===== config.mk =====
export PLATFORM = sky130hd
export DESIGN_NAME = mbus_cycle_ctrl
export DESIGN_NICKNAME = d
export VERILOG_FILES = /design/src/rtl/mbus_pkg.sv /design/src/rtl/mbus_seq.sv /design/src/rtl/mbus_req_hold.sv /design/src/rtl/mbus_pin_drive.sv /design/src/rtl/mbus_rd_capture.sv /design/src/rtl/mbus_cycle_ctrl.sv
export SDC_FILE = /design/constraint.sdc
export NUM_CORES = 1
export LEC_CHECK = 0
export ABC_AREA = 1
export BUFFER_PORTS_ARGS = -buffer_cell sky130_fd_sc_hd__buf_4
export CAP_MARGIN = 20
export CORE_MARGIN = 5
export CORE_UTILIZATION = 52
export DETAILED_ROUTE_END_ITERATION = 10
export GPL_TIMING_DRIVEN = 0
export PLACE_DENSITY = 0.84
export SLEW_MARGIN = 20
export SYNTH_ARGS = -nofsm -noshare
export SYNTH_HDL_FRONTEND = slang
export SYNTH_SLANG_ARGS = --single-unit

===== constraint.sdc =====
create_clock -name clk -period 3.7 [get_ports clk]
set_input_delay 0.37 -clock clk [delete_from_list [all_inputs] [get_ports clk]]
set_output_delay 0.37 -clock clk [all_outputs]
set_load 0.1 [all_outputs]

===== src/rtl/mbus_pkg.sv =====
package mbus_pkg;

  typedef enum logic [2:0] {
    ST_IDLE = 3'd0,
    ST_T1   = 3'd1,
    ST_T2   = 3'd2,
    ST_T3   = 3'd3,
    ST_TW   = 3'd4,
    ST_T4   = 3'd5
  } bus_st_e;

  function automatic logic is_data_phase(input bus_st_e s);
    return (s == ST_T2) || (s == ST_T3) || (s == ST_TW);
  endfunction

endpackage


===== src/rtl/mbus_seq.sv =====
module mbus_seq
  import mbus_pkg::*;
(
  input  logic    clk,
  input  logic    rst,
  input  logic    req_valid,
  input  logic    ready,
  output bus_st_e st_q,
  output bus_st_e st_d,
  output logic    accept
);

  assign accept = (st_q == ST_IDLE) && req_valid;

  always_comb begin
    st_d = st_q;
    case (st_q)
      ST_IDLE: st_d = req_valid ? ST_T1 : ST_IDLE;
      ST_T1:   st_d = ST_T2;
      ST_T2:   st_d = ST_T3;
      ST_T3:   st_d = ready ? ST_T4 : ST_TW;
      ST_TW:   st_d = ready ? ST_T4 : ST_TW;
      ST_T4:   st_d = ST_IDLE;
      default: st_d = ST_IDLE;
    endcase
  end

  always_ff @(posedge clk) begin
    if (rst) st_q <= ST_IDLE;
    else     st_q <= st_d;
  end

endmodule


===== src/rtl/mbus_req_hold.sv =====
module mbus_req_hold #(
  parameter int ADDR_W = 20,
  parameter int DATA_W = 16,
  localparam int LANES = DATA_W / 8
) (
  input  logic              clk,
  input  logic              rst,
  input  logic              accept,
  input  logic              in_is_mem,
  input  logic              in_is_write,
  input  logic [LANES-1:0]  in_be,
  input  logic [ADDR_W-1:0] in_addr,
  input  logic [DATA_W-1:0] in_wdata,
  output logic              h_is_mem,
  output logic              h_is_write,
  output logic [LANES-1:0]  h_be,
  output logic [ADDR_W-1:0] h_addr,
  output logic [DATA_W-1:0] h_wdata
);

  always_ff @(posedge clk) begin
    if (rst) begin
      h_is_mem   <= 1'b0;
      h_is_write <= 1'b0;
      h_be       <= '0;
      h_addr     <= '0;
      h_wdata    <= '0;
    end else if (accept) begin
      h_is_mem   <= in_is_mem;
      h_is_write <= in_is_write;
      h_be       <= in_be;
      h_addr     <= in_addr;
      h_wdata    <= in_wdata;
    end
  end

endmodule


===== src/rtl/mbus_pin_drive.sv =====
module mbus_pin_drive
  import mbus_pkg::*;
#(
  parameter int ADDR_W = 20,
  parameter int DATA_W = 16,
  parameter int IO_W   = 16,
  localparam int LANES = DATA_W / 8,
  localparam int HI_W  = ADDR_W - DATA_W
) (
  input  logic              clk,
  input  logic              rst,
  input  bus_st_e           st_d,
  input  logic              s_is_mem,
  input  logic              s_is_write,
  input  logic [LANES-1:0]  s_be,
  input  logic [ADDR_W-1:0] s_addr,
  input  logic [DATA_W-1:0] s_wdata,
  output logic [DATA_W-1:0] ad_out,
  output logic              ad_oe,
  output logic [HI_W-1:0]   hi_out,
  output logic              hi_oe,
  output logic              bhe_n,
  output logic              ale,
  output logic              rd_n,
  output logic              wr_n,
  output logic              m_io,
  output logic              dt_r,
  output logic              den_n
);

  localparam logic [ADDR_W-1:0] IO_MASK = ADDR_W'((64'd1 << IO_W) - 64'd1);

  logic [ADDR_W-1:0] eff_addr;
  logic [HI_W-1:0]   status;

  assign eff_addr = s_is_mem ? s_addr : (s_addr & IO_MASK);

  always_comb begin
    status    = '0;
    status[0] = s_is_mem;
    status[1] = s_is_write;
    status[2] = s_be[LANES-1];
  end

  always_ff @(posedge clk) begin
    if (rst) begin
      ad_out <= '0;
      ad_oe  <= 1'b0;
      hi_out <= '0;
      hi_oe  <= 1'b0;
      bhe_n  <= 1'b1;
      ale    <= 1'b0;
      rd_n   <= 1'b1;
      wr_n   <= 1'b1;
      m_io   <= 1'b0;
      dt_r   <= 1'b0;
      den_n  <= 1'b1;
    end else begin
      case (st_d)
        ST_T1: begin
          ad_out <= eff_addr[DATA_W-1:0];
          ad_oe  <= 1'b1;
          hi_out <= eff_addr[ADDR_W-1:DATA_W];
          hi_oe  <= 1'b1;
          bhe_n  <= ~s_be[LANES-1];
          ale    <= 1'b1;
          rd_n   <= 1'b1;
          wr_n   <= 1'b1;
          m_io   <= s_is_mem;
          dt_r   <= s_is_write;
          den_n  <= 1'b1;
        end
        ST_T2, ST_T3, ST_TW: begin
          ad_out <= s_is_write ? s_wdata : '0;
          ad_oe  <= s_is_write;
          hi_out <= status;
          hi_oe  <= 1'b1;
          bhe_n  <= 1'b1;
          ale    <= 1'b0;
          rd_n   <= s_is_write;
          wr_n   <= ~s_is_write;
          m_io   <= s_is_mem;
          dt_r   <= s_is_write;
          den_n  <= 1'b0;
        end
        ST_T4: begin
          ad_out <= s_is_write ? s_wdata : '0;
          ad_oe  <= s_is_write;
          hi_out <= status;
          hi_oe  <= 1'b1;
          bhe_n  <= 1'b1;
          ale    <= 1'b0;
          rd_n   <= 1'b1;
          wr_n   <= 1'b1;
          m_io   <= s_is_mem;
          dt_r   <= s_is_write;
          den_n  <= ~s_is_write;
        end
        default: begin
          ad_out <= '0;
          ad_oe  <= 1'b0;
          hi_out <= '0;
          hi_oe  <= 1'b0;
          bhe_n  <= 1'b1;
          ale    <= 1'b0;
          rd_n   <= 1'b1;
          wr_n   <= 1'b1;
          m_io   <= 1'b0;
          dt_r   <= 1'b0;
          den_n  <= 1'b1;
        end
      endcase
    end
  end

endmodule


===== src/rtl/mbus_rd_capture.sv =====
module mbus_rd_capture
  import mbus_pkg::*;
#(
  parameter int DATA_W = 16,
  localparam int LANES = DATA_W / 8
) (
  input  logic              clk,
  input  logic              rst,
  input  bus_st_e           st_q,
  input  bus_st_e           st_d,
  input  logic              h_is_write,
  input  logic [LANES-1:0]  h_be,
  input  logic [DATA_W-1:0] ad_in,
  output logic [DATA_W-1:0] rsp_rdata,
  output logic              rsp_done
);

  logic              last_edge;
  logic [DATA_W-1:0] masked;

  assign last_edge = (st_d == ST_T4) && (st_q != ST_T4);

  for (genvar g = 0; g < LANES; g++) begin : g_lane
    assign masked[g*8 +: 8] = h_be[g] ? ad_in[g*8 +: 8] : 8'h00;
  end

  always_ff @(posedge clk) begin
    if (rst) begin
      rsp_rdata <= '0;
      rsp_done  <= 1'b0;
    end else begin
      rsp_done <= last_edge;
      if (last_edge && !h_is_write) rsp_rdata <= masked;
    end
  end

endmodule


===== src/rtl/mbus_cycle_ctrl.sv =====
module mbus_cycle_ctrl
  import mbus_pkg::*;
#(
  parameter int ADDR_W = 20,
  parameter int DATA_W = 16,
  parameter int IO_W   = 16,
  localparam int LANES = DATA_W / 8,
  localparam int HI_W  = ADDR_W - DATA_W
) (
  input  logic              clk,
  input  logic              rst,
  input  logic              req_valid,
  input  logic              req_is_mem,
  input  logic              req_is_write,
  input  logic [LANES-1:0]  req_be,
  input  logic [ADDR_W-1:0] req_addr,
  input  logic [DATA_W-1:0] req_wdata,
  output logic              busy,
  output logic              rsp_done,
  output logic [DATA_W-1:0] rsp_rdata,
  input  logic              ready,
  input  logic [DATA_W-1:0] ad_in,
  output logic [DATA_W-1:0] ad_out,
  output logic              ad_oe,
  output logic [HI_W-1:0]   hi_out,
  output logic              hi_oe,
  output logic              bhe_n,
  output logic              ale,
  output logic              rd_n,
  output logic              wr_n,
  output logic              m_io,
  output logic              dt_r,
  output logic              den_n
);

  bus_st_e           st_q, st_d;
  logic              accept;
  logic              h_is_mem, h_is_write;
  logic [LANES-1:0]  h_be;
  logic [ADDR_W-1:0] h_addr;
  logic [DATA_W-1:0] h_wdata;
  logic              s_is_mem, s_is_write;
  logic [LANES-1:0]  s_be;
  logic [ADDR_W-1:0] s_addr;
  logic [DATA_W-1:0] s_wdata;

  mbus_seq u_seq (
    .clk(clk), .rst(rst), .req_valid(req_valid), .ready(ready),
    .st_q(st_q), .st_d(st_d), .accept(accept)
  );

  mbus_req_hold #(.ADDR_W(ADDR_W), .DATA_W(DATA_W)) u_hold (
    .clk(clk), .rst(rst), .accept(accept),
    .in_is_mem(req_is_mem), .in_is_write(req_is_write), .in_be(req_be),
    .in_addr(req_addr), .in_wdata(req_wdata),
    .h_is_mem(h_is_mem), .h_is_write(h_is_write), .h_be(h_be),
    .h_addr(h_addr), .h_wdata(h_wdata)
  );

  // The accepted request steers T1 directly; later states use the held copy.
  assign s_is_mem   = accept ? req_is_mem   : h_is_mem;
  assign s_is_write = accept ? req_is_write : h_is_write;
  assign s_be       = accept ? req_be       : h_be;
  assign s_addr     = accept ? req_addr     : h_addr;
  assign s_wdata    = accept ? req_wdata    : h_wdata;

  mbus_pin_drive #(.ADDR_W(ADDR_W), .DATA_W(DATA_W), .IO_W(IO_W)) u_pins (
    .clk(clk), .rst(rst), .st_d(st_d),
    .s_is_mem(s_is_mem), .s_is_write(s_is_write), .s_be(s_be),
    .s_addr(s_addr), .s_wdata(s_wdata),
    .ad_out(ad_out), .ad_oe(ad_oe), .hi_out(hi_out), .hi_oe(hi_oe),
    .bhe_n(bhe_n), .ale(ale), .rd_n(rd_n), .wr_n(wr_n),
    .m_io(m_io), .dt_r(dt_r), .den_n(den_n)
  );

  mbus_rd_capture #(.DATA_W(DATA_W)) u_rcap (
    .clk(clk), .rst(rst), .st_q(st_q), .st_d(st_d),
    .h_is_write(h_is_write), .h_be(h_be), .ad_in(ad_in),
    .rsp_rdata(rsp_rdata), .rsp_done(rsp_done)
  );

  assign busy = (st_q != ST_IDLE);

endmodule


Word level (Yosys, flattened, before mapping)

Index checks and enable logic that the tools add are counted.

Logic and storage cells: 66
Output and inout bits: 47
Register bits: 89
Input port bits: 60

Reductions and logical operators: 13
Equal/unequal tests: 10
Bitwise logic cells: 5
Multiplexer cells: 18

Operator list:

| operator                                                         | count |
|---|---|
| 20-bit two-way mux                                               | 2 |
| 16-bit two-way mux                                               | 2 |
| 16-bit case mux with 2 select lines                              | 1 |
| 8-bit two-way mux                                                | 2 |
| 3-bit by 2-bit == test with 1-bit output (second input constant) | 4 |
| 3-bit case mux with 4 select lines                               | 1 |
| 3-bit == test (second input constant)                            | 3 |
| 4-bit case mux with 2 select lines                               | 1 |
| 2-bit OR reduction                                               | 4 |
| 3-bit by 1-bit == test with 1-bit output (second input constant) | 2 |
| 1-bit two-way mux                                                | 6 |
| 1-bit inverter                                                   | 5 |
| 5-bit OR reduction                                               | 1 |
| 1-bit case mux with 2 select lines                               | 2 |
| 4-bit OR reduction                                               | 1 |
| 1-bit logical AND                                                | 3 |
| 3-bit zero test                                                  | 1 |
| 3-bit inequality test (second input constant)                    | 1 |
| 3-bit nonzero test                                               | 1 |
| 3-bit OR reduction                                               | 1 |
| 2-bit two-way mux                                                | 1 |
| 1-bit zero test                                                  | 1 |

Longest topological paths before layout

Depth in word-level cells: 7
Gate-level depth with buffers: 10
Mapped depth without buffers: 9

Modules after synthesis

Synthesis repeated with hierarchy kept, for this count alone.

Cells, all modules: 685
Area, all modules: 4,470.5 µm²

By module, submodules not included:

| module          | cells an instance | seq. area each (µm²) | area an instance (µm²) | times used |
|---|---|---|---|---|
| mbus_req_hold   | 254               | 800.8                | 1,661.6                | 1 |
| mbus_pin_drive  | 126               | 580.6                | 1,112.3                | 1 |
| mbus_rd_capture | 147               | 340.3                | 913.4                  | 1 |
| mbus_cycle_ctrl | 133               | 0.0                  | 615.6                  | 1 |
| mbus_seq        | 25                | 60.1                 | 167.7                  | 1 |

Worst setup path before layout

OpenSTA, ideal clock, no wires.

Path kind: register -> output
Start: register u_seq.st_q[2]
End: output port busy
Data required time: 3.330 ns
Path buffers: 2
Cell stages (with the launch flop): 5
Arrival time: 1.351 ns
Slack: 1.979 ns
Path through: dfxtp_1 -> inv_1 -> buf_4 -> buf_2 -> nand2_1

Cells in the longest elaborated chain, start to end: 1

Ends and longest elaborated chain:

| element                | RTL line              | RTL |
|---|---|---|
| start, declared        | mbus_seq.sv:8         | `output bus_st_e st_q,` |
| start signal, assigned | mbus_seq.sv:30        | `else st_q <= st_d;` |
| 3-bit nonzero test     | mbus_cycle_ctrl.sv:82 | `assign busy = (st_q != ST_IDLE);` |
| end, declared          | mbus_cycle_ctrl.sv:18 | `output logic busy,` |

Every way passes these cells.

Worst setup path after layout

Start: register u_seq.st_q[0]
End: output port busy

Same word-level chain as after synthesis.

==> results.cfg <==
[status]
outcome = finished clean

[logic_synthesis]
yosysWarningCount = 0
synth_common_cells = 99 x nand2_1, 73 x dfxtp_1, 47 x a21oi_1
synth.distinct_cells = 23
synth_enable_flop_cells = 0
async_flop_share_pct = 0
yosysMostFrequentCell = nand2_1
syn_area_sq_mm = 0.00287
syn_avg_cell_area_sq_um = 7.78
yosys_register_bits = 73
synth-main-ff-cell = dfxtp_1
ys_seq_area_share_pct = 50.9
yosysTopAreaCell = dfxtp_1
syn_inst = 369
synth_area_leaders = dfxtp_1 51%, nand2_1 13%, a21oi_1 8.2%
syn-num-nets = 429
synth_top_cell_area_share_pct = 50.9

[worst_setup_path]
slowest_stage = dfxtp_1
path_buf_inv = 2
crit_type = register to output pin
reg2reg_slack_ps = 2210
critPathMaxFanout = 10
worstReg2RegEnd = u_pins.ad_out[14]
cp.required_ps = 3330
cpLargestDelayFamily = buffers and inverters
critical_path_arrival_ps = 1540
worstSetupStartpoint = u_seq.st_q[0]
crit_chain = nor2_4, buf_2, nand2_1, buf_4
worst-path-stages = 4
end_kind = output pin
rr_startpoint = u_seq.st_q[0]
critPathMaxStageDelay_ps = 350
start_kind = register
endpoint = busy
reg2reg_depth = 6

[pwr]
p_int_uw = 1360
sw_frac_of_total_pct = 36.8
ir_drop_uv = 333
pwr-share-seq_pct = 40.5
clkPwrFrac_pct = 28.3
powerDensity_mw_per_mm2 = 546
comb_power_share_pct = 31.2
power_switching_uw = 789
p_leak_uw = 0.00190

[clock_tree]
cts_num_sinks = 73
htree_levels = 3
cts-root-buf = clkbuf_8
clockBufferDepth = 2
clk_latency_ps = 340
hold_buffers = 0
numCtsBuffers = 9
postCtsSetupBuffers = 0
cts_tree = built
ctsResizeCount = 0
clkTransAtPathRegs_ps = 70

[cells_and_area]
diodes = 0
final_nets = 544
seqCellArea_sq_mm = 0.00146
drive_gt1_share_pct = 30.5
multi_input_area_sq_mm = 0.00111
area_growth_pct = 36.9
nFillCells = 443

[placement]
finalWeightedCongestion = 0.787
dp_slack_ps = 2170
portBuffers = 104
hpwl_mm = 5.78

[drt]
wl_mm = 7.87
vias_per_cell = 5.10
drt_iter0_drc = 126
drc = 0
wire_per_inst_um = 14.0
final_antenna_net_count = 0
drt_first_pass_iters = 4
vias = 2863

[sta]
worst_slew_pin_slew_ps = 488
timing.final.crit_share_pct = 51.5
fmax_mhz = 525
grt_setup_unrepaired = no
whs_ps = 259
fin_skew_ps = 6.90
finalSetupViolations = 0
period_minus_slack_ps = 1910
finalHoldViolCount = 0
slew_violations = 0
fin_ws_ps = 1790
tns_ps = 0
slew_headroom_pct = 67.5

[grt]
grt_pass1_wl_mm = 13.0
grt_max_degree = 12
grt_overflow = 0
track_usage_pct = 22.5
first_global_vias = 2863
antenna_found_initial = 0

[die]
fp-row-count = 27
initial_core_util_pct = 52.7
ios = 107
fp.dieArea_sq_mm = 0.00710
dieWidth_um = 84.3
die_h_um = 84.3
fp.coreArea_sq_mm = 0.00544

[flow_run]
maxCapViolCount = 0

[hold_path]
hold_path.class = input pin to register
[cell type report]
cell class,count,share of cell area (%)
flip-flops and latches,73,37.2
multi-input cells,238,28.4
repair buffers,104,19.9
plain buffers,28,4.55
clock buffers,13,3.79
inverters,30,2.90
well taps,72,2.29
clock inverters,3,1.02
[state kept, by name (all words and copies together) (netlist names)]
name	count
u_pins.den_n	1
u_pins.m_io	1
u_pins.dt_r	1
u_pins.bhe_n	1
u_hold.h_addr	4
u_hold.h_be	2
u_pins.hi_oe	1
u_pins.wr_n	1
u_pins.ale	1
u_pins.hi_out	4
u_hold.h_is_write	1
u_rcap.rsp_rdata	16
u_pins.ad_oe	1
u_hold.h_wdata	16
u_rcap.rsp_done	1
u_hold.h_is_mem	1
u_seq.st_q	3
u_pins.ad_out	16
u_pins.rd_n	1
[placed cells by master, fill, tap and decap left out]
cell type	count
a21oi_1	47
buf_2	5
buf_4	110
buf_6	6
bufinv_16	1
clkbuf_1	14
clkbuf_8	10
clkinv_2	3
dfxtp_1	73
inv_1	27
inv_2	2
nand2_1	99
nand2_2	4
nand3_1	22
nand3_2	1
nand4_1	18
nand4_4	1
nor2_1	23
nor2_4	2
nor3_1	1
nor3b_1	1
o21ai_0	11
o21ai_1	4
o21ai_2	3
or2_2	1
[worst reg2reg max path, delay by kind of cell (launching register included)]
| family | cells | cell delay (ps) |
|---|---|---|
| AOI/OAI and AO/OA | 1 | 140 |
| buffers and inverters | 1 | 230 |
| DFF | 1 | 350 |
| and+or+nand+nor | 4 | 700 |
[how the worst min path moves through the flow]
stage                                  start                  to  slack [ps]  cells after the start
final                              req_be[1]        u_pins.bhe_n         260                      2
after global routing               req_be[1]        u_pins.bhe_n         260                      2
after CTS                          req_be[1]        u_pins.bhe_n         250                      2
after detailed placement  u_hold.h_wdata[12]  u_hold.h_wdata[12]         460                      2
after global placement    u_hold.h_wdata[15]  u_hold.h_wdata[15]         450                      2
after floorplan           u_hold.h_wdata[15]  u_hold.h_wdata[15]         440                      2
[metal layers]
layer / up-vias / track usage (%) / part of all wire (%) / wire (um)
met2: 126 / 38.7 / 49 / 3850
met1: 1295 / 24.6 / 38 / 3010
met4: 0 / 9.21 / 2.6 / 202
met3: 26 / 8.73 / 10 / 802
met5: - / 0 / 0 / 0
li1: 1416 / - / - / -
[power by group through the flow]
stage	registers [uW]	clock network, uW	logic, uW
after floorplan	1140	0	244
after global placement	885	0	657
after detailed placement	887	0	667
after CTS	870	621	670
after global routing	876	658	714
final	870	608	669
[metrics by stage]
step	instances	total power [uW]	util, %	area (sq um)
final	561	2150	72.2	3930
after CTS	561	2160	72.2	3930
after detailed placement	545	1550	68.8	3740
after global placement	545	1540	68.8	3740
after global routing	561	2250	72.2	3930
after floorplan	369	1380	-	2870
[cell families (layout without fill, tap and decap cells)]
kind of cell           count (synthesis)  count (layout)  synth area share (%)
AND/OR/NAND/NOR                      173             173                  27.1
flip-flops                            73              73                  50.9
AO/OA/AOI/OAI                         65              65                  11.7
buffers and inverters                 58             178                  10.2
No activity file was read; power rests on OpenSTA's default activity.
